[config.mk]
export PLATFORM = sky130hd
export DESIGN_NAME = mcyc_sequencer
export DESIGN_NICKNAME = d
export VERILOG_FILES = /design/src/rtl/mcs_pkg.sv /design/src/rtl/mcs_end_detect.sv /design/src/rtl/mcs_sample_reg.sv /design/src/rtl/mcs_cycle_reg.sv /design/src/rtl/mcyc_sequencer.sv
export SDC_FILE = /design/constraint.sdc
export NUM_CORES = 1
export LEC_CHECK = 0
export ABC_CLOCK_PERIOD_IN_PS = 1500
export CELL_PAD_IN_SITES_DETAIL_PLACEMENT = 0
export CELL_PAD_IN_SITES_GLOBAL_PLACEMENT = 1
export CORE_AREA = 2 2 39 41
export CTS_CLUSTER_DIAMETER = 120
export DETAILED_ROUTE_END_ITERATION = 10
export DIE_AREA = 0 0 41 43
export DONT_BUFFER_PORTS = 1
export PLACE_DENSITY_LB_ADDON = 0.05
export SLEW_MARGIN = 20
export SYNTH_ARGS = -nofsm -noshare
export SYNTH_HDL_FRONTEND = slang
export SYNTH_SLANG_ARGS = --single-unit
[constraint.sdc]
create_clock -name clk -period 1.5 [get_ports clk]
set_clock_uncertainty 0.1 [all_clocks]
set_input_delay 0.3 -clock clk [delete_from_list [all_inputs] [get_ports clk]]
set_output_delay 0.3 -clock clk [all_outputs]
set_load 0.02 [all_outputs]
[src/rtl/mcs_pkg.sv]
`timescale 1ns/1ps
package mcs_pkg;
    localparam int NUM_CYC = 5;
    localparam int CODE_W  = 3;
    localparam int CYC_W   = $clog2(NUM_CYC);

    typedef enum logic [CYC_W-1:0] {
        CY_M1 = 3'd0,
        CY_R1 = 3'd1,
        CY_R2 = 3'd2,
        CY_W1 = 3'd3,
        CY_W2 = 3'd4
    } cyc_e;

    typedef struct packed {
        logic t3;
        logic t4;
        logic t6;
    } tstate_t;

    typedef struct packed {
        logic              long_m1;
        logic              skip_r2;
        logic              skip_w1;
        logic [CODE_W-1:0] last_code;
        logic              ret_fail;
        logic              jc_fail;
    } instr_ctl_t;

    // True when cycle c is the final cycle named by the code
    function automatic logic is_last(input cyc_e c, input logic [CODE_W-1:0] code);
        case (code)
            3'b111:  return c == CY_M1;
            3'b100:  return c == CY_R1;
            3'b101:  return c == CY_R2;
            3'b110:  return c == CY_W1;
            3'b011:  return c == CY_W2;
            default: return 1'b0;
        endcase
    endfunction

    // Cycle that follows c inside the same instruction
    function automatic cyc_e successor(input cyc_e c, input logic sr2, input logic sw1);
        case (c)
            CY_M1:   return sr2 ? CY_R2 : (sw1 ? CY_W1 : CY_R1);
            CY_R1:   return CY_R2;
            CY_R2:   return CY_W1;
            CY_W1:   return CY_W2;
            default: return CY_M1;
        endcase
    endfunction
endpackage

[src/rtl/mcs_end_detect.sv]
`timescale 1ns/1ps
module mcs_end_detect
    import mcs_pkg::*;
(
    input  cyc_e       cur,
    input  tstate_t    ts,
    input  instr_ctl_t ctl,
    output logic       end_c,
    output logic       next_c,
    output cyc_e       succ_c
);
    logic is_m1;
    logic early;

    always_comb begin
        is_m1  = (cur == CY_M1);
        end_c  = is_m1 ? ((ts.t4 & ~ctl.long_m1) | ts.t6) : ts.t3;
        early  = (is_m1 & ts.t6 & ctl.ret_fail)
               | ((cur == CY_R1) & ts.t3 & ctl.jc_fail);
        next_c = end_c & (early | is_last(cur, ctl.last_code));
        succ_c = successor(cur, ctl.skip_r2, ctl.skip_w1);
    end
endmodule

[src/rtl/mcs_sample_reg.sv]
`timescale 1ns/1ps
module mcs_sample_reg
    import mcs_pkg::*;
(
    input  logic clk,
    input  logic rst,
    input  logic ph2,
    input  logic end_c,
    input  logic next_c,
    input  cyc_e succ_c,
    output logic end_q,
    output logic next_q,
    output cyc_e succ_q
);
    // First-half edges capture the end decision and the following cycle
    always_ff @(posedge clk) begin
        if (rst) begin
            end_q  <= 1'b0;
            next_q <= 1'b0;
            succ_q <= CY_M1;
        end else if (!ph2) begin
            end_q  <= end_c;
            next_q <= next_c;
            succ_q <= succ_c;
        end
    end
endmodule

[src/rtl/mcs_cycle_reg.sv]
`timescale 1ns/1ps
module mcs_cycle_reg
    import mcs_pkg::*;
(
    input  logic clk,
    input  logic rst,
    input  logic ph2,
    input  logic end_q,
    input  logic next_q,
    input  cyc_e succ_q,
    output cyc_e cur
);
    // Second-half edges apply the decision captured one edge earlier
    always_ff @(posedge clk) begin
        if (rst) begin
            cur <= CY_M1;
        end else if (ph2 && end_q) begin
            cur <= next_q ? CY_M1 : succ_q;
        end
    end
endmodule

[src/rtl/mcyc_sequencer.sv]
`timescale 1ns/1ps
module mcyc_sequencer
    import mcs_pkg::*;
(
    input  logic               clk,
    input  logic               rst,
    input  logic               ph2,
    input  logic               st_t3,
    input  logic               st_t4,
    input  logic               st_t6,
    input  logic               long_m1,
    input  logic               skip_r2,
    input  logic               skip_w1,
    input  logic [CODE_W-1:0]  last_code,
    input  logic               ret_fail,
    input  logic               jc_fail,
    output logic [NUM_CYC-1:0] cyc_flags,
    output logic               next_instr
);
    tstate_t    ts;
    instr_ctl_t ctl;
    cyc_e       cur, succ_c, succ_q;
    logic       end_c, next_c, end_q, next_q;

    assign ts  = '{t3: st_t3, t4: st_t4, t6: st_t6};
    assign ctl = '{long_m1: long_m1, skip_r2: skip_r2, skip_w1: skip_w1,
                   last_code: last_code, ret_fail: ret_fail, jc_fail: jc_fail};

    mcs_end_detect u_end (
        .cur(cur), .ts(ts), .ctl(ctl),
        .end_c(end_c), .next_c(next_c), .succ_c(succ_c)
    );

    mcs_sample_reg u_smp (
        .clk(clk), .rst(rst), .ph2(ph2),
        .end_c(end_c), .next_c(next_c), .succ_c(succ_c),
        .end_q(end_q), .next_q(next_q), .succ_q(succ_q)
    );

    mcs_cycle_reg u_cyc (
        .clk(clk), .rst(rst), .ph2(ph2),
        .end_q(end_q), .next_q(next_q), .succ_q(succ_q),
        .cur(cur)
    );

    // one flag bit per cycle, decoded from the encoded state
    for (genvar i = 0; i < NUM_CYC; i++) begin : g_flag
        assign cyc_flags[i] = (cur == cyc_e'(CYC_W'(i)));
    end

    assign next_instr = next_q;
endmodule

==> flow_summary.yaml, run 1 <==
logic_synthesis:
  synth_seq_cells: 8
  synth-edff-count: 0
  ys_seq_area_frac: 0.321
  synth_common_cells: "dfxtp_1, a21oi_1, nor2_1, nor3b_1, buf_4"
  syn_nets: 69
  syn_area_per_cell_sq_um: 9.08
  ys_warn_count: 0
  synth_top_area_cell: "dfxtp_1"
  synthArstFlopShare: 0
  syn_area_sq_um: 499
  synth_top_area_frac: 0.321
  ys.flop_type: "dfxtp_1"
  synth_most_common_cell: "dfxtp_1"
  synth_cell_types: 25
  yosys-top-cells-area: "dfxtp_1, a21oi_1, nor3b_1, and4bb_2, nor3b_2"
  synthCells: 55
worst_setup_path:
  critPathMaxFanout: 5
  slowest_delay_ps: 360
  crit_family: "flip-flops"
  end_kind: "output port"
  path_common_cell: "buf_6"
  cp-start-kind: "flop"
  crit_slowest_cell: "dfxtp_4"
  path_buf_inv: 2
  criticalPathCategory: "flop to output port"
  crit_chain: "buf_6 -> nor3b_4 -> buf_6"
  crit_arrival_ps: 1120
  cp.required_ps: 1100
timing:
  maxSlewHeadroom: 0.701
  worstMarginPinSlew_ps: 437
  slew_viol_final: 0
  period_minus_slack_ps: 1520
  finalCritPeriodShare: 1.01
  rsz0062_at_grt: "yes"
  hold_viol_final: 0
  setup_viol: 2
  tns_ps: -18.4
  fin_ws_ps: -15.7
  max_freq_ghz: 0.660
power_and_ir_drop:
  total_power_w: 0.000446
  p_per_area_nw_per_um2: 632
  p_leak_nw: 0.273
  ir_worst_vdd_mv: 0.357
clock_network:
  cts.htree.levels: 1
  clock_latency_ps: 260
  clock-sinks: 8
  cts_root_buffer: "clkbuf_4"
  numCtsBuffers: 3
  cts_tree: "done"
  path_clk_slew_ps: 50
  cts_buffer_depth: 2
global_routing:
  overflow: 0
  grt_pass1_vias: 455
  grt_pass1_wl_mm: 1.77
  grt_max_degree: 10
  track_usage: 0.154
  grt_antenna_before_repair: 0
routing:
  vias_per_cell: 5.63
  antenna_left: 0
  dr.pass1.iters: 4
  drcViolationCount: 0
  finalWirelength_mm: 1.22
  top_layer_used: "met4"
  met3_length_um: 97
  wl_met1_um: 484
  initialDrtViolationCount: 13
  via_count: 490
  wl_per_cell_um: 14.1
  route.met2.wl_um: 618
min_path:
  hold_class: "primary input to flop"
die:
  start_util: 0.361
  fp.coreArea_sq_um: 1380
  die_w_um: 41
  boundaryPins: 20
  fp.dieH_um: 43
  dieArea_sq_um: 1760
  placementRows: 14
layout:
  drive_above_1_share: 0.465
  nFillCells: 142
  nets: 87
  area_growth_pct: 41.4
  finalInstanceArea_sq_um: 706
  fin_util: 0.510
  n_antenna_cell: 0
placed_design:
  dp_slack_ps: 15.2
  port_buffers: 0
  postPlaceCellArea_sq_um: 553
  dp_hpwl_um: 851
  routabilityCongestion: 0.788
status:
  violations: "negative setup slack"
  outcome: "complete, but fails checks"
flow_run:
  maxCapViolCount: 0
[metal layers]
layer  vias up  track usage
li1        232            -
met1       231        0.169
met2        24        0.241
met3         3       0.0314
met4         0        0.120
met5         -            0
[registers in the layout, indices dropped and copies added, names as in the netlist]
register / flops
u_cyc.cur: 3
u_smp.succ_q: 3
u_smp.end_q: 1
u_smp.next_q: 1
[layout make-up]
cell class	instances	area, sq um	area share
clock buffers	3	22.5	0.0319
flip-flops and latches	8	169	0.239
repair buffers	20	180	0.255
inverters	2	7.51	0.0106
multi-input cells	38	307	0.434
well taps	16	20.0	0.0284
[placed cells by master (no fill, tap or decap), types with 3 or more instances in the layout]
master	count
a21oi_1	7
buf_4	11
buf_6	6
clkbuf_4	3
dfxtp_1	5
dlygate4sd3_1	3
nor2_1	6
nor3b_1	3
nor3b_4	3
[path summary, 6_finish.rpt]
| kind | start | end | slack, ps | depth (start not counted) |
|---|---|---|---|---|
| setup / recovery | u_cyc.cur[2]$_SDFFE_PP0P_ | cyc_flags[3] | -20 | 3 |
| hold reg to reg | u_smp.succ_q[0]$_SDFFE_PP0N_ | u_smp.succ_q[0]$_SDFFE_PP0N_ | 390 | 2 |
| setup reg to reg | u_cyc.cur[2]$_SDFFE_PP0P_ | u_smp.next_q$_SDFFE_PP0N_ | 70 | 5 |
| hold / removal | ph2 | u_smp.succ_q[0]$_SDFFE_PP0N_ | 90 | 2 |
[cell families after synthesis]
family / share of synthesized area
compound gates: 0.170
buf+inv: 0.123
mux: 0.0401
flops: 0.321
xor+xnor: 0.0175
simple gates: 0.328
[metrics by stage]
stage          std cells  hold slack, ps
3_5_place_dp          74             271
4_1_cts               84            1.27
5_1_grt               87            99.9
3_3_place_gp          74             268
6_report              87            94.4
2_1_floorplan         55             348
[where the power goes]
group | total [W] | switching [W] | internal, W
Clock | 0.000168 | 0.0000766 | 0.0000918
Combinational | 0.0000534 | 0.0000229 | 0.0000306
Sequential | 0.000224 | 0.00000721 | 0.000217
Total | 0.000446 | 0.000107 | 0.000339
[timing repair]
item,in CTS,in global routing
hold endpoints to repair,5,2
pin swaps,3,4
gates resized for setup,11,4
setup endpoints to repair,6,4
hold buffers,1,2
buffers inserted,6,1
Power figures use the tool's default switching activity.
==> run 2, diff against run 1 <==
--- a/config.mk
+++ b/config.mk
@@ -5,13 +5,13 @@
 export SDC_FILE = /design/constraint.sdc
 export NUM_CORES = 1
 export LEC_CHECK = 0
+export ABC_AREA = 1
 export ABC_CLOCK_PERIOD_IN_PS = 1500
 export CELL_PAD_IN_SITES_DETAIL_PLACEMENT = 0
 export CELL_PAD_IN_SITES_GLOBAL_PLACEMENT = 1
-export CORE_AREA = 2 2 39 41
+export CORE_UTILIZATION = 37
 export CTS_CLUSTER_DIAMETER = 120
 export DETAILED_ROUTE_END_ITERATION = 10
-export DIE_AREA = 0 0 41 43
 export DONT_BUFFER_PORTS = 1
 export PLACE_DENSITY_LB_ADDON = 0.05
 export SLEW_MARGIN = 20
==> run 2 against run 1 <==
- routed wire length decreased by 7.8%
- synthesized cell count increased by 42%
- design area decreased by 15%
- count of clock-buffer cells in the layout unchanged
- the run now ends clean
- fmax increased by 6.3%
- highest routed layer unchanged
- via count increased by 2.0%
- non-clock buffer count decreased by 12
- utilization increased by 0.50 points
==> flow_summary.yaml, run 2 <==
placed_design:
  port_buffers: 0
  routabilityCongestion: 0.718
  dp_hpwl_um: 895
clock_network:
  path_clk_slew_ps: 50
  cts_tree: "done"
  cts_buffer_depth: 2
  cts.htree.levels: 1
  cts_root_buffer: "clkbuf_4"
  numCtsBuffers: 3
  clock-sinks: 8
  clock_latency_ps: 250
layout:
  n_antenna_cell: 0
  area_growth_pct: 21.4
  top_regs: "u_cyc.cur (3), u_smp.succ_q (3)"
  mostFrequentLayoutCells: "nand2_1, nor2_1, inv_1, a21oi_1, dfxtp_1"
  final_common_cell: "nand2_1"
  nets: 103
  drive_above_1_share: 0.264
global_routing:
  grt_antenna_before_repair: 0
  grt_pass1_wl_mm: 1.83
  track_usage: 0.189
  overflow: 0
  grt_max_degree: 8
  grt_pass1_vias: 458
die:
  start_util: 0.424
  dieArea_sq_um: 1490
  placementRows: 12
  die_w_um: 38.6
  fp.dieH_um: 38.6
  fp.coreArea_sq_um: 1170
  boundaryPins: 20
power_and_ir_drop:
  ir_worst_vdd_mv: 0.417
  p_leak_nw: 0.282
  p_per_area_nw_per_um2: 865
  total_power_w: 0.000522
worst_setup_path:
  crit_family: "flip-flops"
  crit_arrival_ps: 1030
  end_kind: "output port"
  cp-start-kind: "flop"
  slowest_delay_ps: 340
  cp.required_ps: 1100
  reg2reg_slack_ps: 160
  critPathMaxFanout: 6
  criticalPathCategory: "flop to output port"
  crit_chain: "inv_1 -> nand2_1 -> nor2_2 -> buf_4"
  path_buf_inv: 2
  crit_slowest_cell: "dfxtp_2"
logic_synthesis:
  ys_seq_area_frac: 0.322
  synth_most_common_cell: "nand2_1"
  syn_area_per_cell_sq_um: 6.37
  synth_top_area_frac: 0.322
  synth-edff-count: 0
  synth_common_cells: "nand2_1, inv_1, nor2_1, dfxtp_1, a21oi_1"
  synthArstFlopShare: 0
  synth_xor_area_frac: 0
  ys_warn_count: 0
  synth-simple-area-share: 0.330
  synth_seq_cells: 8
  synth_top_area_cell: "dfxtp_1"
  synthCells: 78
  syn_nets: 92
  ys.flop_type: "dfxtp_1"
  synth_compound_area_frac: 0.219
  yosys-top-cells-area: "dfxtp_1, nand2_1, inv_1, nor2_1, a21oi_1"
  synthMuxAreaShare: 0
  syn_area_sq_um: 497
  synth_top_family_by_area: "simple AND/OR/NAND/NOR gates"
  synth_cell_types: 18
  synthAdderAreaFrac: 0
timing:
  worstMarginPinSlew_ps: 353
  tns_ps: 0
  maxSlewHeadroom: 0.762
  finalCritPeriodShare: 0.951
  rsz0062_at_grt: "no"
  slew_viol_final: 0
  hold_viol_final: 0
  setup_viol: 0
  period_minus_slack_ps: 1430
  max_freq_ghz: 0.701
routing:
  dr.pass1.iters: 4
  antenna_left: 0
  vias_per_cell: 4.95
  drcViolationCount: 0
  initialDrtViolationCount: 10
  via_count: 500
  finalWirelength_mm: 1.13
  wl_per_cell_um: 11.2
status:
  outcome: "finished clean"
min_path:
  hold_class: "primary input to flop"
flow_run:
  maxCapViolCount: 0
run 2: path summary, 6_finish.rpt:
check,cells after the start,start,end
hold reg to reg,2,u_cyc.cur[0]$_SDFFE_PP0P_,u_cyc.cur[0]$_SDFFE_PP0P_
hold / removal,1,rst,u_cyc.cur[1]$_SDFFE_PP0P_
setup reg to reg,8,u_cyc.cur[2]$_SDFFE_PP0P_,u_smp.next_q$_SDFFE_PP0N_
setup / recovery,4,u_cyc.cur[1]$_SDFFE_PP0P_,cyc_flags[4]
run 2: report_power, final:
group / internal [W] / switching, W / leakage, nW / total [W]
Sequential: 0.000229 / 0.0000130 / 0.0671 / 0.000242
Combinational: 0.0000481 / 0.0000696 / 0.201 / 0.000118
Clock: 0.0000914 / 0.0000705 / 0.0138 / 0.000162
Total: 0.000368 / 0.000153 / 0.282 / 0.000522
run 2: logic make-up (layout without fill, tap and decap cells):
logic type / after synthesis / count (layout)
buffers and inverters: 15 / 24
AND/OR/NAND/NOR: 39 / 39
AO/OA/AOI/OAI: 16 / 16
flip-flops: 8 / 8
run 2: per-layer routing:
| layer | vias to the layer above | share of wire | GRT usage |
|---|---|---|---|
| met4 | 0 | 0.0035 | 0.0517 |
| li1 | 271 | - | - |
| met3 | 2 | 0.070 | 0.104 |
| met5 | - | 0 | 0 |
| met1 | 210 | 0.54 | 0.242 |
| met2 | 17 | 0.39 | 0.271 |
run 2: worst reg2reg max path, delay by kind of cell (launching register included):
kind            cells  cell delay, ps
compound gates      2             240
buf+inv             3             350
simple gates        3             270
flops               1             330
run 2: per-stage QoR:
stage | instance area, sq um | cells | worst slack, ps | util | hold WS, ps
4_1_cts | 562 | 98 | 7.18 | 0.480 | 8.21
3_3_place_gp | 529 | 94 | 190 | 0.452 | 263
2_1_floorplan | 497 | 78 | 161 | - | 262
5_1_grt | 603 | 101 | 5.47 | 0.515 | 2.74
3_5_place_dp | 529 | 94 | 191 | 0.452 | 264
6_report | 603 | 101 | 73.7 | 0.515 | 15.6
run 2: cell type report:
cell class / count / area (sq um)
tap: 14 / 17.5
timing repair buffer: 8 / 72.6
clock buffer: 3 / 22.5
multi-input combinational: 55 / 278
fill: 140 / 568
sequential: 8 / 164
inverter: 13 / 48.8
run 2: timing repair:
item / 4_1_cts / 5_1_grt
hold endpoints to repair: 1 / 1
resized for setup: 1 / 8
setup buffers: 0 / 2
hold buffers: 1 / 1
setup endpoints to repair: 1 / 4
pin swaps: 0 / 2
==> run 3, diff against run 2 <==
--- a/config.mk
+++ b/config.mk
@@ -10,6 +10,7 @@
 export CELL_PAD_IN_SITES_DETAIL_PLACEMENT = 0
 export CELL_PAD_IN_SITES_GLOBAL_PLACEMENT = 1
 export CORE_UTILIZATION = 37
+export CTS_BUF_LIST = sky130_fd_sc_hd__clkbuf_16
 export CTS_CLUSTER_DIAMETER = 120
 export DETAILED_ROUTE_END_ITERATION = 10
 export DONT_BUFFER_PORTS = 1
==> run 3 against run 2 <==
- count of clock-buffer cells in the layout unchanged
- fmax grew 0.60%
- sequential share of layout area shrank 0.64 points
- die area unchanged
- highest routed layer is now met3
==> flow_summary.yaml, run 3 (same netlist as run 2, synthesis figures left out) <==
global_routing:
  grt_antenna_before_repair: 0
  grt_max_degree: 8
  grt_pass1_wl_mm: 1.81
  overflow: 0
  track_usage: 0.187
  grt_pass1_vias: 458
timing:
  rsz0062_at_grt: "no"
  worstMarginPinSlew_ps: 354
  hold_viol_final: 0
  slew_viol_final: 0
  finalCritPeriodShare: 0.945
  period_minus_slack_ps: 1420
  setup_viol: 0
  max_freq_ghz: 0.705
  maxSlewHeadroom: 0.761
  tns_ps: 0
worst_setup_path:
  critPathMaxFanout: 5
  criticalPathCategory: "flop to output port"
  r2r_cells: 7
  slowest_delay_ps: 330
  crit_arrival_ps: 1020
  reg2reg_slack_ps: 230
  end_kind: "output port"
  cp.required_ps: 1100
  path_buf_inv: 2
  regToRegEndpoint: "u_smp.next_q$_SDFFE_PP0N_"
  crit_chain: "inv_2 -> nand2_1 -> nor2_2 -> buf_4"
  cp.depth: 4
  crit_family: "flip-flops"
  worstReg2RegStart: "u_cyc.cur[0]$_SDFFE_PP0P_"
  crit_slowest_cell: "dfxtp_1"
  cp-start-kind: "flop"
routing:
  dr.pass1.iters: 4
  initialDrtViolationCount: 11
  finalWirelength_mm: 1.11
  vias_per_cell: 5.05
  wl_per_cell_um: 11.5
  drcViolationCount: 0
  antenna_left: 0
  via_count: 490
min_path:
  hold_class: "primary input to flop"
  min_from: "rst"
  holdPathEnd: "u_smp.next_q$_SDFFE_PP0N_"
  hold_depth: 1
die:
  fp.dieH_um: 38.6
  die_w_um: 38.6
  placementRows: 12
  boundaryPins: 20
  dieArea_sq_um: 1490
  start_util: 0.424
  fp.coreArea_sq_um: 1170
clock_network:
  clock_latency_ps: 230
  clock-sinks: 8
  path_clk_slew_ps: 40
  cts_buffer_depth: 2
  cts_hold_buf: 0
  numCtsBuffers: 3
  cts.htree.levels: 1
  cts_root_buffer: "clkbuf_16"
  cts_tree: "done"
layout:
  nets: 99
  mostFrequentLayoutCells: "nand2_1, inv_1, nor2_1, dfxtp_1, a21oi_1"
  area_growth_pct: 22.4
  drive_above_1_share: 0.205
  final_common_cell: "nand2_1"
  fin_util: 0.519
  top_regs: "u_cyc.cur (3), u_smp.succ_q (3)"
  finalInstanceArea_sq_um: 608
  n_antenna_cell: 0
power_and_ir_drop:
  ir_worst_vdd_mv: 0.728
  p_leak_nw: 0.287
  p_per_area_nw_per_um2: 1300
  total_power_w: 0.000790
placed_design:
  routabilityCongestion: 0.718
  port_buffers: 0
  dp_hpwl_um: 895
  postPlaceCellArea_sq_um: 529
status:
  outcome: "finished clean"
flow_run:
  maxCapViolCount: 0
==> run 3: cell types whose count changed in the layout (fill, tap and decap cells not counted), sizes merged <==
cell and delta:
dlygate4sd3 -2, buf -2
==> run 3: worst max-delay path by stage <==
stage | from | endpoint | slack (ps)
final | u_cyc.cur[2]$_SDFFE_PP0P_ | cyc_flags[1] | 80
after global placement | u_cyc.cur[2]$_SDFFE_PP0P_ | u_smp.next_q$_SDFFE_PP0N_ | 190
after CTS | u_cyc.cur[2]$_SDFFE_PP0P_ | cyc_flags[1] | 20
after floorplan | u_cyc.cur[2]$_SDFFE_PP0P_ | u_smp.next_q$_SDFFE_PP0N_ | 160
after detailed placement | u_cyc.cur[2]$_SDFFE_PP0P_ | u_smp.next_q$_SDFFE_PP0N_ | 190
after global routing | u_cyc.cur[2]$_SDFFE_PP0P_ | cyc_flags[1] | 10
==> run 3: through the flow <==
step	cells	worst slack (ps)	hold WS, ps
after floorplan	78	161	262
after global placement	94	190	263
after detailed placement	94	191	264
after CTS	97	23.4	23.4
after global routing	97	14.9	19.3
final	97	82.3	25.3
==> run 3: layout make-up <==
class,count,area [sq um]
Tap cell,14,17.5
Multi-Input combinational cell,55,275
Inverter,13,48.8
Clock buffer,3,75.1
Fill cell,135,563
Sequential cell,8,161
Timing Repair Buffer,4,30.0
==> run 3: metal layers <==
metal | global-route usage | vias up | routed length (um)
met2 | 0.271 | 17 | 451
met3 | 0.116 | 0 | 90
met1 | 0.238 | 214 | 569
met4 | 0.0259 | 0 | 0
met5 | 0 | - | 0
li1 | - | 259 | -
==> run 3: what timing repair did <==
action | 4_1_cts | 5_1_grt
endpoints found under the setup margin | 0 | 4
gates resized for setup | 0 | 3
setup buffers | 0 | 0
==> run 3: power by group <==
group,internal [W],switching [W]
combinational,0.0000381,0.0000671
clock,0.000343,0.0000994
sequential,0.000229,0.0000125
